$ cat config.mk
export PLATFORM = sky130hd
export DESIGN_NAME = seg_xlate_front
export DESIGN_NICKNAME = d
export VERILOG_FILES = /design/src/rtl/seg_xlate_pkg.sv /design/src/rtl/seg_regfile.sv /design/src/rtl/seg_decode.sv /design/src/rtl/seg_rsp_fsm.sv /design/src/rtl/seg_xlate_front.sv
export SDC_FILE = /design/constraint.sdc
export NUM_CORES = 1
export LEC_CHECK = 0
export ABC_AREA = 1
export BUFFER_PORTS_ARGS = -buffer_cell sky130_fd_sc_hd__buf_2
export CORE_MARGIN = 5
export CORE_UTILIZATION = 35
export CTS_BUF_LIST = sky130_fd_sc_hd__clkbuf_2 sky130_fd_sc_hd__clkbuf_4 sky130_fd_sc_hd__clkbuf_8
export DETAILED_ROUTE_END_ITERATION = 12
export SLEW_MARGIN = 25
export SYNTH_ARGS = -nofsm -noshare
export SYNTH_HDL_FRONTEND = slang
export SYNTH_HIERARCHICAL = 1
export SYNTH_SLANG_ARGS = --single-unit
$ cat constraint.sdc
create_clock -name clk -period 5.1 [get_ports clk]
set_clock_uncertainty 0.1 [all_clocks]
set_input_delay 1.275 -clock clk [delete_from_list [all_inputs] [get_ports clk]]
set_output_delay 1.275 -clock clk [all_outputs]
set_load 0.02 [all_outputs]
$ cat src/rtl/seg_xlate_pkg.sv
package seg_xlate_pkg;

    localparam int EA_W     = 32;
    localparam int SR_W     = 32;
    localparam int PG_SHIFT = 12;
    localparam int PIDX_W   = 16;
    localparam int VSID_W   = 24;
    localparam int HASH_W   = 19;
    localparam int API_SH   = 10;
    localparam int TAG_SH   = 7;

    // bit positions decoded from a segment register
    localparam int SRB_DS   = 31;
    localparam int SRB_KSUP = 30;
    localparam int SRB_KUSR = 29;
    localparam int SRB_NX   = 28;
    localparam int BUID_HI  = 28;
    localparam int BUID_LO  = 20;
    localparam logic [8:0] BUID_FORCED = 9'h07F;

    typedef enum logic [2:0] {
        KIND_REAL   = 3'd0,
        KIND_WALK   = 3'd1,
        KIND_NXF    = 3'd2,
        KIND_FORCED = 3'd3,
        KIND_DSOK   = 3'd4,
        KIND_DSF    = 3'd5
    } kind_e;

    localparam logic [2:0] PERM_ALL = 3'b111;
    localparam logic [2:0] PERM_RD  = 3'b100;
    localparam logic [2:0] PERM_WR  = 3'b010;
    localparam logic [2:0] PERM_NONE = 3'b000;

    typedef struct packed {
        kind_e               kind;
        logic [EA_W-1:0]     paddr;
        logic [2:0]          perm;
        logic                key;
        logic                nx;
        logic                ds;
        logic [EA_W-1:0]     tag;
        logic [HASH_W-1:0]   hash_p;
        logic [HASH_W-1:0]   hash_s;
    } xlate_rsp_t;

endpackage

$ cat src/rtl/seg_regfile.sv
module seg_regfile #(
    parameter int NUM_SEG = 16,
    parameter int WIDTH   = 32,
    localparam int IDX_W  = $clog2(NUM_SEG)
) (
    input  logic             clk,
    input  logic             rst_n,
    input  logic             wr_en,
    input  logic [IDX_W-1:0] wr_idx,
    input  logic [WIDTH-1:0] wr_data,
    input  logic [IDX_W-1:0] rd_idx,
    output logic [WIDTH-1:0] rd_data
);

    logic [WIDTH-1:0] seg_q [NUM_SEG];

    for (genvar g = 0; g < NUM_SEG; g++) begin : g_seg
        always_ff @(posedge clk or negedge rst_n) begin
            if (!rst_n) begin
                seg_q[g] <= '0;
            end else if (wr_en && (wr_idx == IDX_W'(g))) begin
                seg_q[g] <= wr_data;
            end
        end
    end

    assign rd_data = seg_q[rd_idx];

endmodule

$ cat src/rtl/seg_decode.sv
module seg_decode
    import seg_xlate_pkg::*;
(
    input  logic [SR_W-1:0] seg,
    input  logic [EA_W-1:0] ea,
    input  logic            fetch,
    input  logic            store,
    input  logic            user,
    input  logic            i_en,
    input  logic            d_en,
    output xlate_rsp_t      res
);

    logic [VSID_W-1:0] vsid;
    logic [PIDX_W-1:0] pidx;
    logic [8:0]        buid;
    logic              key;
    logic              real_mode;
    logic              ds_deny;

    always_comb begin
        vsid = seg[VSID_W-1:0];
        pidx = ea[PG_SHIFT+PIDX_W-1:PG_SHIFT];
        buid = seg[BUID_HI:BUID_LO];
        key  = (seg[SRB_KUSR] & user) | (seg[SRB_KSUP] & ~user);
        real_mode = fetch ? ~i_en : ~d_en;
        ds_deny = fetch | (store & key) | (~store & ~key);

        res        = '0;
        res.key    = key;
        res.nx     = seg[SRB_NX];
        res.ds     = seg[SRB_DS];
        res.tag    = (EA_W'(vsid) << TAG_SH) | EA_W'(pidx >> API_SH);
        res.hash_p = vsid[HASH_W-1:0] ^ HASH_W'(pidx);
        res.hash_s = ~res.hash_p;

        if (real_mode) begin
            res.kind  = KIND_REAL;
            res.paddr = ea;
            res.perm  = PERM_ALL;
        end else if (seg[SRB_DS]) begin
            if (buid == BUID_FORCED) begin
                res.kind  = KIND_FORCED;
                res.paddr = {seg[3:0], ea[EA_W-5:0]};
                res.perm  = PERM_ALL;
            end else if (ds_deny) begin
                res.kind  = KIND_DSF;
                res.paddr = '0;
                res.perm  = PERM_NONE;
            end else begin
                res.kind  = KIND_DSOK;
                res.paddr = ea;
                res.perm  = store ? PERM_WR : PERM_RD;
            end
        end else if (fetch && seg[SRB_NX]) begin
            res.kind  = KIND_NXF;
            res.paddr = '0;
            res.perm  = PERM_NONE;
        end else begin
            res.kind  = KIND_WALK;
            res.paddr = '0;
            res.perm  = PERM_NONE;
        end
    end

endmodule

$ cat src/rtl/seg_rsp_fsm.sv
module seg_rsp_fsm (
    input  logic clk,
    input  logic rst_n,
    input  logic req_valid,
    output logic load_rsp,
    output logic rsp_valid
);

    typedef enum logic {
        ST_IDLE = 1'b0,
        ST_RESP = 1'b1
    } st_e;

    st_e state_q;
    st_e state_d;

    always_ff @(posedge clk or negedge rst_n) begin
        if (!rst_n) begin
            state_q <= ST_IDLE;
        end else begin
            state_q <= state_d;
        end
    end

    always_comb begin
        state_d   = state_q;
        load_rsp  = 1'b0;
        rsp_valid = 1'b0;
        unique case (state_q)
            ST_IDLE: begin
                load_rsp = req_valid;
                state_d  = req_valid ? ST_RESP : ST_IDLE;
            end
            ST_RESP: begin
                rsp_valid = 1'b1;
                load_rsp  = req_valid;
                state_d   = req_valid ? ST_RESP : ST_IDLE;
            end
            default: state_d = ST_IDLE;
        endcase
    end

endmodule

$ cat src/rtl/seg_xlate_front.sv
module seg_xlate_front
    import seg_xlate_pkg::*;
#(
    parameter int NUM_SEG = 16,
    localparam int IDX_W  = $clog2(NUM_SEG)
) (
    input  logic              clk,
    input  logic              rst_n,
    input  logic              sr_we,
    input  logic [IDX_W-1:0]  sr_idx,
    input  logic [SR_W-1:0]   sr_wdata,
    input  logic              req_valid,
    input  logic [EA_W-1:0]   req_ea,
    input  logic              req_fetch,
    input  logic              req_store,
    input  logic              req_user,
    input  logic              xlat_i_en,
    input  logic              xlat_d_en,
    output logic              rsp_valid,
    output logic [2:0]        rsp_kind,
    output logic [EA_W-1:0]   rsp_paddr,
    output logic [2:0]        rsp_perm,
    output logic              rsp_key,
    output logic              rsp_nx,
    output logic              rsp_ds,
    output logic [EA_W-1:0]   rsp_tag,
    output logic [HASH_W-1:0] rsp_hash_p,
    output logic [HASH_W-1:0] rsp_hash_s
);

    logic [SR_W-1:0] seg_sel;
    xlate_rsp_t      dec;
    xlate_rsp_t      rsp_q;
    logic            load_rsp;

    seg_regfile #(.NUM_SEG(NUM_SEG), .WIDTH(SR_W)) u_regs (
        .clk     (clk),
        .rst_n   (rst_n),
        .wr_en   (sr_we),
        .wr_idx  (sr_idx),
        .wr_data (sr_wdata),
        .rd_idx  (req_ea[EA_W-1 -: IDX_W]),
        .rd_data (seg_sel)
    );

    seg_decode u_dec (
        .seg   (seg_sel),
        .ea    (req_ea),
        .fetch (req_fetch),
        .store (req_store),
        .user  (req_user),
        .i_en  (xlat_i_en),
        .d_en  (xlat_d_en),
        .res   (dec)
    );

    seg_rsp_fsm u_fsm (
        .clk       (clk),
        .rst_n     (rst_n),
        .req_valid (req_valid),
        .load_rsp  (load_rsp),
        .rsp_valid (rsp_valid)
    );

    always_ff @(posedge clk or negedge rst_n) begin
        if (!rst_n) begin
            rsp_q <= '0;
        end else if (load_rsp) begin
            rsp_q <= dec;
        end
    end

    assign rsp_kind   = rsp_q.kind;
    assign rsp_paddr  = rsp_q.paddr;
    assign rsp_perm   = rsp_q.perm;
    assign rsp_key    = rsp_q.key;
    assign rsp_nx     = rsp_q.nx;
    assign rsp_ds     = rsp_q.ds;
    assign rsp_tag    = rsp_q.tag;
    assign rsp_hash_p = rsp_q.hash_p;
    assign rsp_hash_s = rsp_q.hash_s;

endmodule

==> metrics.yaml <==
status:
  status: "complete, no violations"
placed_design:
  dp_hpwl_um: 52550
  globalplace.congestion: 0.7985
  dp_slack_ns: 0.7298
  dpl_cell_area_um2: 31440
  port-buffer-count: 188
synthesis:
  synth_edf_count: 0
  synth_common_cells: "nand2_1 (1460), dfrtp_1 (624), o21ai_0 (519)"
  async_reset_ff_frac: 1.000
  synthTopCellsByArea: "dfrtp_1 (52%), nand2_1 (18%), o21ai_0 (8.7%)"
  synth_top_area_frac: 0.5234
  synth_most_common_cell: "nand2_1"
  synth_ff_type: "dfrtp_1"
  yosysSeqAreaShare: 0.5234
  synth_area_leader_cell: "dfrtp_1"
  syn_area_per_cell_um2: 7.637
  yosysWarnings: 6
  yosysUniqueCellTypes: 28
  synth-seq-cells: 624
  synth_area_um2: 29830
  syn-instance-count: 3906
setup_path:
  cp_top_family: "simple AND/OR/NAND/NOR gates"
  required_ns: 5.58
  r2r_start: "u_regs/seg_q[122]$_DFFE_PN0P_"
  path_buf_inv: 3
  ff2ff_setup_slack_ns: 2.37
  cp.arrival_ns: 4.18
  setup.worst_path.start: "req_ea[28]"
  path_class: "input port to flop"
  crit_path_top_delay_cell: "nor2_4"
  crit_top_cell: "nand2_1"
  end_kind: "flop"
  crit_fanout: 49
  critPathLaunchType: "input port"
  path_cells: "clkbuf_8 -> inv_6 -> buf_4 -> nand2_1 -> nand3_1 -> nand3_1 -> nand3_1 -> nand2_1 -> nand2_1 -> nor2_1 -> nand3_1 -> o21ai_4 -> nor2_4 -> nor2_1 -> nand2_1 -> nand2_1"
  cpPeakStageDelay_ns: 0.76
floorplanning:
  core_region_area_um2: 84880
  die_w_um: 301.9
  die-area_um2: 91170
  placementRows: 107
  dieHeight_um: 301.9
  io-pin-count: 189
  start_util: 0.3515
drt:
  vias: 24925
  drtIter0Drc: 2272
  drtPass1Iterations: 6
  ant_nets: 0
  wire_per_inst_um: 16.70
  drt_wl_total_um: 87090
  routed_via_density: 4.779
  drc_errors: 0
finish:
  stdcell_area_um2: 33610
  regArea_um2: 15620
  multi_input_area_um2: 10850
  nets: 4065
  fill_cells: 8892
  drive_gt1_frac: 0.1181
  area_growth_pct: 12.68
clocking:
  cts_setup_buffers: 0
  path_clk_slew_ns: 0.06
  cts_resized: 0
  clock_latency_ns: 0.69
  numClockSinks: 624
  cts_buffers: 99
  cts_buffer_depth: 3
  cts_hold_buf: 0
  cts_tree: "yes"
  cts_root_buffer: "clkbuf_8"
  cts_htree_levels: 3
timing:
  tightest_slew_ns: 1.041
  period_needed_ns: 3.704
  post-route-period-util: 0.7262
  fmax_mhz: 270.0
  report.final.slew_viol_count: 0
  finalHoldViolCount: 0
  setup_viol: 0
  fin_ws_ns: 1.396
  slew_headroom: 0.3045
  fin_setup_tns_ns: 0
  rsz0062_at_grt: "false"
grt:
  grt_overflow: 0
  grt_max_degree: 105
  grt_pass1_vias: 23927
  antenna_found_initial: 13
  grtUsageTotal: 0.1900
  grt_pass1_wl_um: 137500
min_path:
  hold_path_class: "flop to flop"
  hold_path_startpoint: "rsp_tag[27]$_DFFE_PN0P_"
pwr:
  leakagePower_uw: 0.01743
  p_per_area_nw_per_um2: 399.9
  ir_drop_v: 0.0002167
  switching_share: 0.3018
  pwr-share-comb: 0.188
  internal_power_uw: 9384
  p_seq_frac: 0.474
  pwr-share-clk: 0.339
  p_sw_uw: 4056
  power.total_uw: 13440
run:
  maxCapViolations: 0
[layout make-up]
type / count / area share
multi-input combinational: 2494 / 0.3227
antenna: 8 / 0.0005956
sequential: 624 / 0.4645
clock buffer: 166 / 0.06090
tap: 1144 / 0.04258
clock inverter: 11 / 0.002457
inverter: 522 / 0.05855
timing repair buffer: 247 / 0.04768
[metrics by stage]
stage | hold slack (ns) | instances | util
after global routing | 0.3799 | 5215 | 0.3960
after CTS | 0.3685 | 5207 | 0.3955
after detailed placement | 0.3533 | 5030 | 0.3704
final | 0.3617 | 5216 | 0.3960
after floorplan | 0.3451 | 3907 | -
after global placement | 0.3490 | 5030 | 0.3704
[layout by cell type (no fill, tap or decap), types with 2 or more instances in the layout]
| cell type | instances |
|---|---|
| nand2_1 | 1460 |
| dfrtp_1 | 624 |
| o21ai_0 | 519 |
| inv_1 | 516 |
| nand3_1 | 396 |
| buf_2 | 184 |
| clkbuf_8 | 129 |
| buf_4 | 46 |
| clkbuf_4 | 38 |
| nor2_1 | 28 |
| o21ai_1 | 20 |
| xnor2_1 | 16 |
| nor2_2 | 15 |
| buf_12 | 14 |
| clkinv_2 | 10 |
| or2_2 | 10 |
| diode_2 | 8 |
| nor2_4 | 8 |
| nand2_2 | 6 |
| nand3_2 | 6 |
| inv_2 | 3 |
| o21ai_2 | 2 |
| conb_1 | 2 |
[cells by family (layout without fill, tap and decap cells)]
logic type,Yosys count,count (layout),synth area share
DFF,624,624,0.5234
xor gates and xnor gates,16,16,0.004697
other,1,10,0.0001257
and+or+nand+nor,1933,1933,0.2665
buffers and inverters,789,946,0.1134
AOI/OAI and AO/OA,543,543,0.09181
[worst reg2reg max path: cells and delay by family, from the launching register on]
kind,cells,cell delay (ns)
simple gates,12,2.07
flops,1,0.37
compound gates,1,0.10
[metal layers]
metal | up-vias | routed length [um] | global-route usage | part of all wire
met4 | 6 | 2519 | 0.06661 | 0.029
li1 | 12196 | - | - | -
met5 | - | 34 | 0 | 0.00039
met1 | 11813 | 38990 | 0.2581 | 0.45
met2 | 755 | 39820 | 0.3085 | 0.46
met3 | 155 | 5720 | 0.03309 | 0.066
[path summary, 6_finish.rpt]
check,depth (start not counted),endpoint
min,2,rsp_tag[27]$_DFFE_PN0P_
max reg2reg,13,rsp_paddr[19]$_DFFE_PN0P_
max,16,rsp_paddr[19]$_DFFE_PN0P_
max in group asynchronous,2,rsp_hash_s[18]$_DFFE_PN0P_
min in group asynchronous,1,u_regs/seg_q[158]$_DFFE_PN0P_
min reg2reg,2,rsp_tag[27]$_DFFE_PN0P_
[state kept, by name, indices dropped and copies added, names as in the netlist]
signal	flops
rsp_hash_s	19
u_fsm/state_q	1
rsp_key	1
rsp_perm	3
rsp_hash_p	19
u_regs/seg_q	512
rsp_paddr	32
rsp_tag	32
rsp_nx	1
rsp_kind	3
rsp_ds	1
[power by group through the flow]
stage                     sequential [uW]  combinational [uW]  clock, uW
after floorplan                      6500                1680          0
after global placement               6420                2480          0
after detailed placement             6450                2530          0
after CTS                            6370                2540       4670
after global routing                 6480                2930       4900
final                                6370                2520       4550
Note: power is estimated with default switching activity, not from simulation.
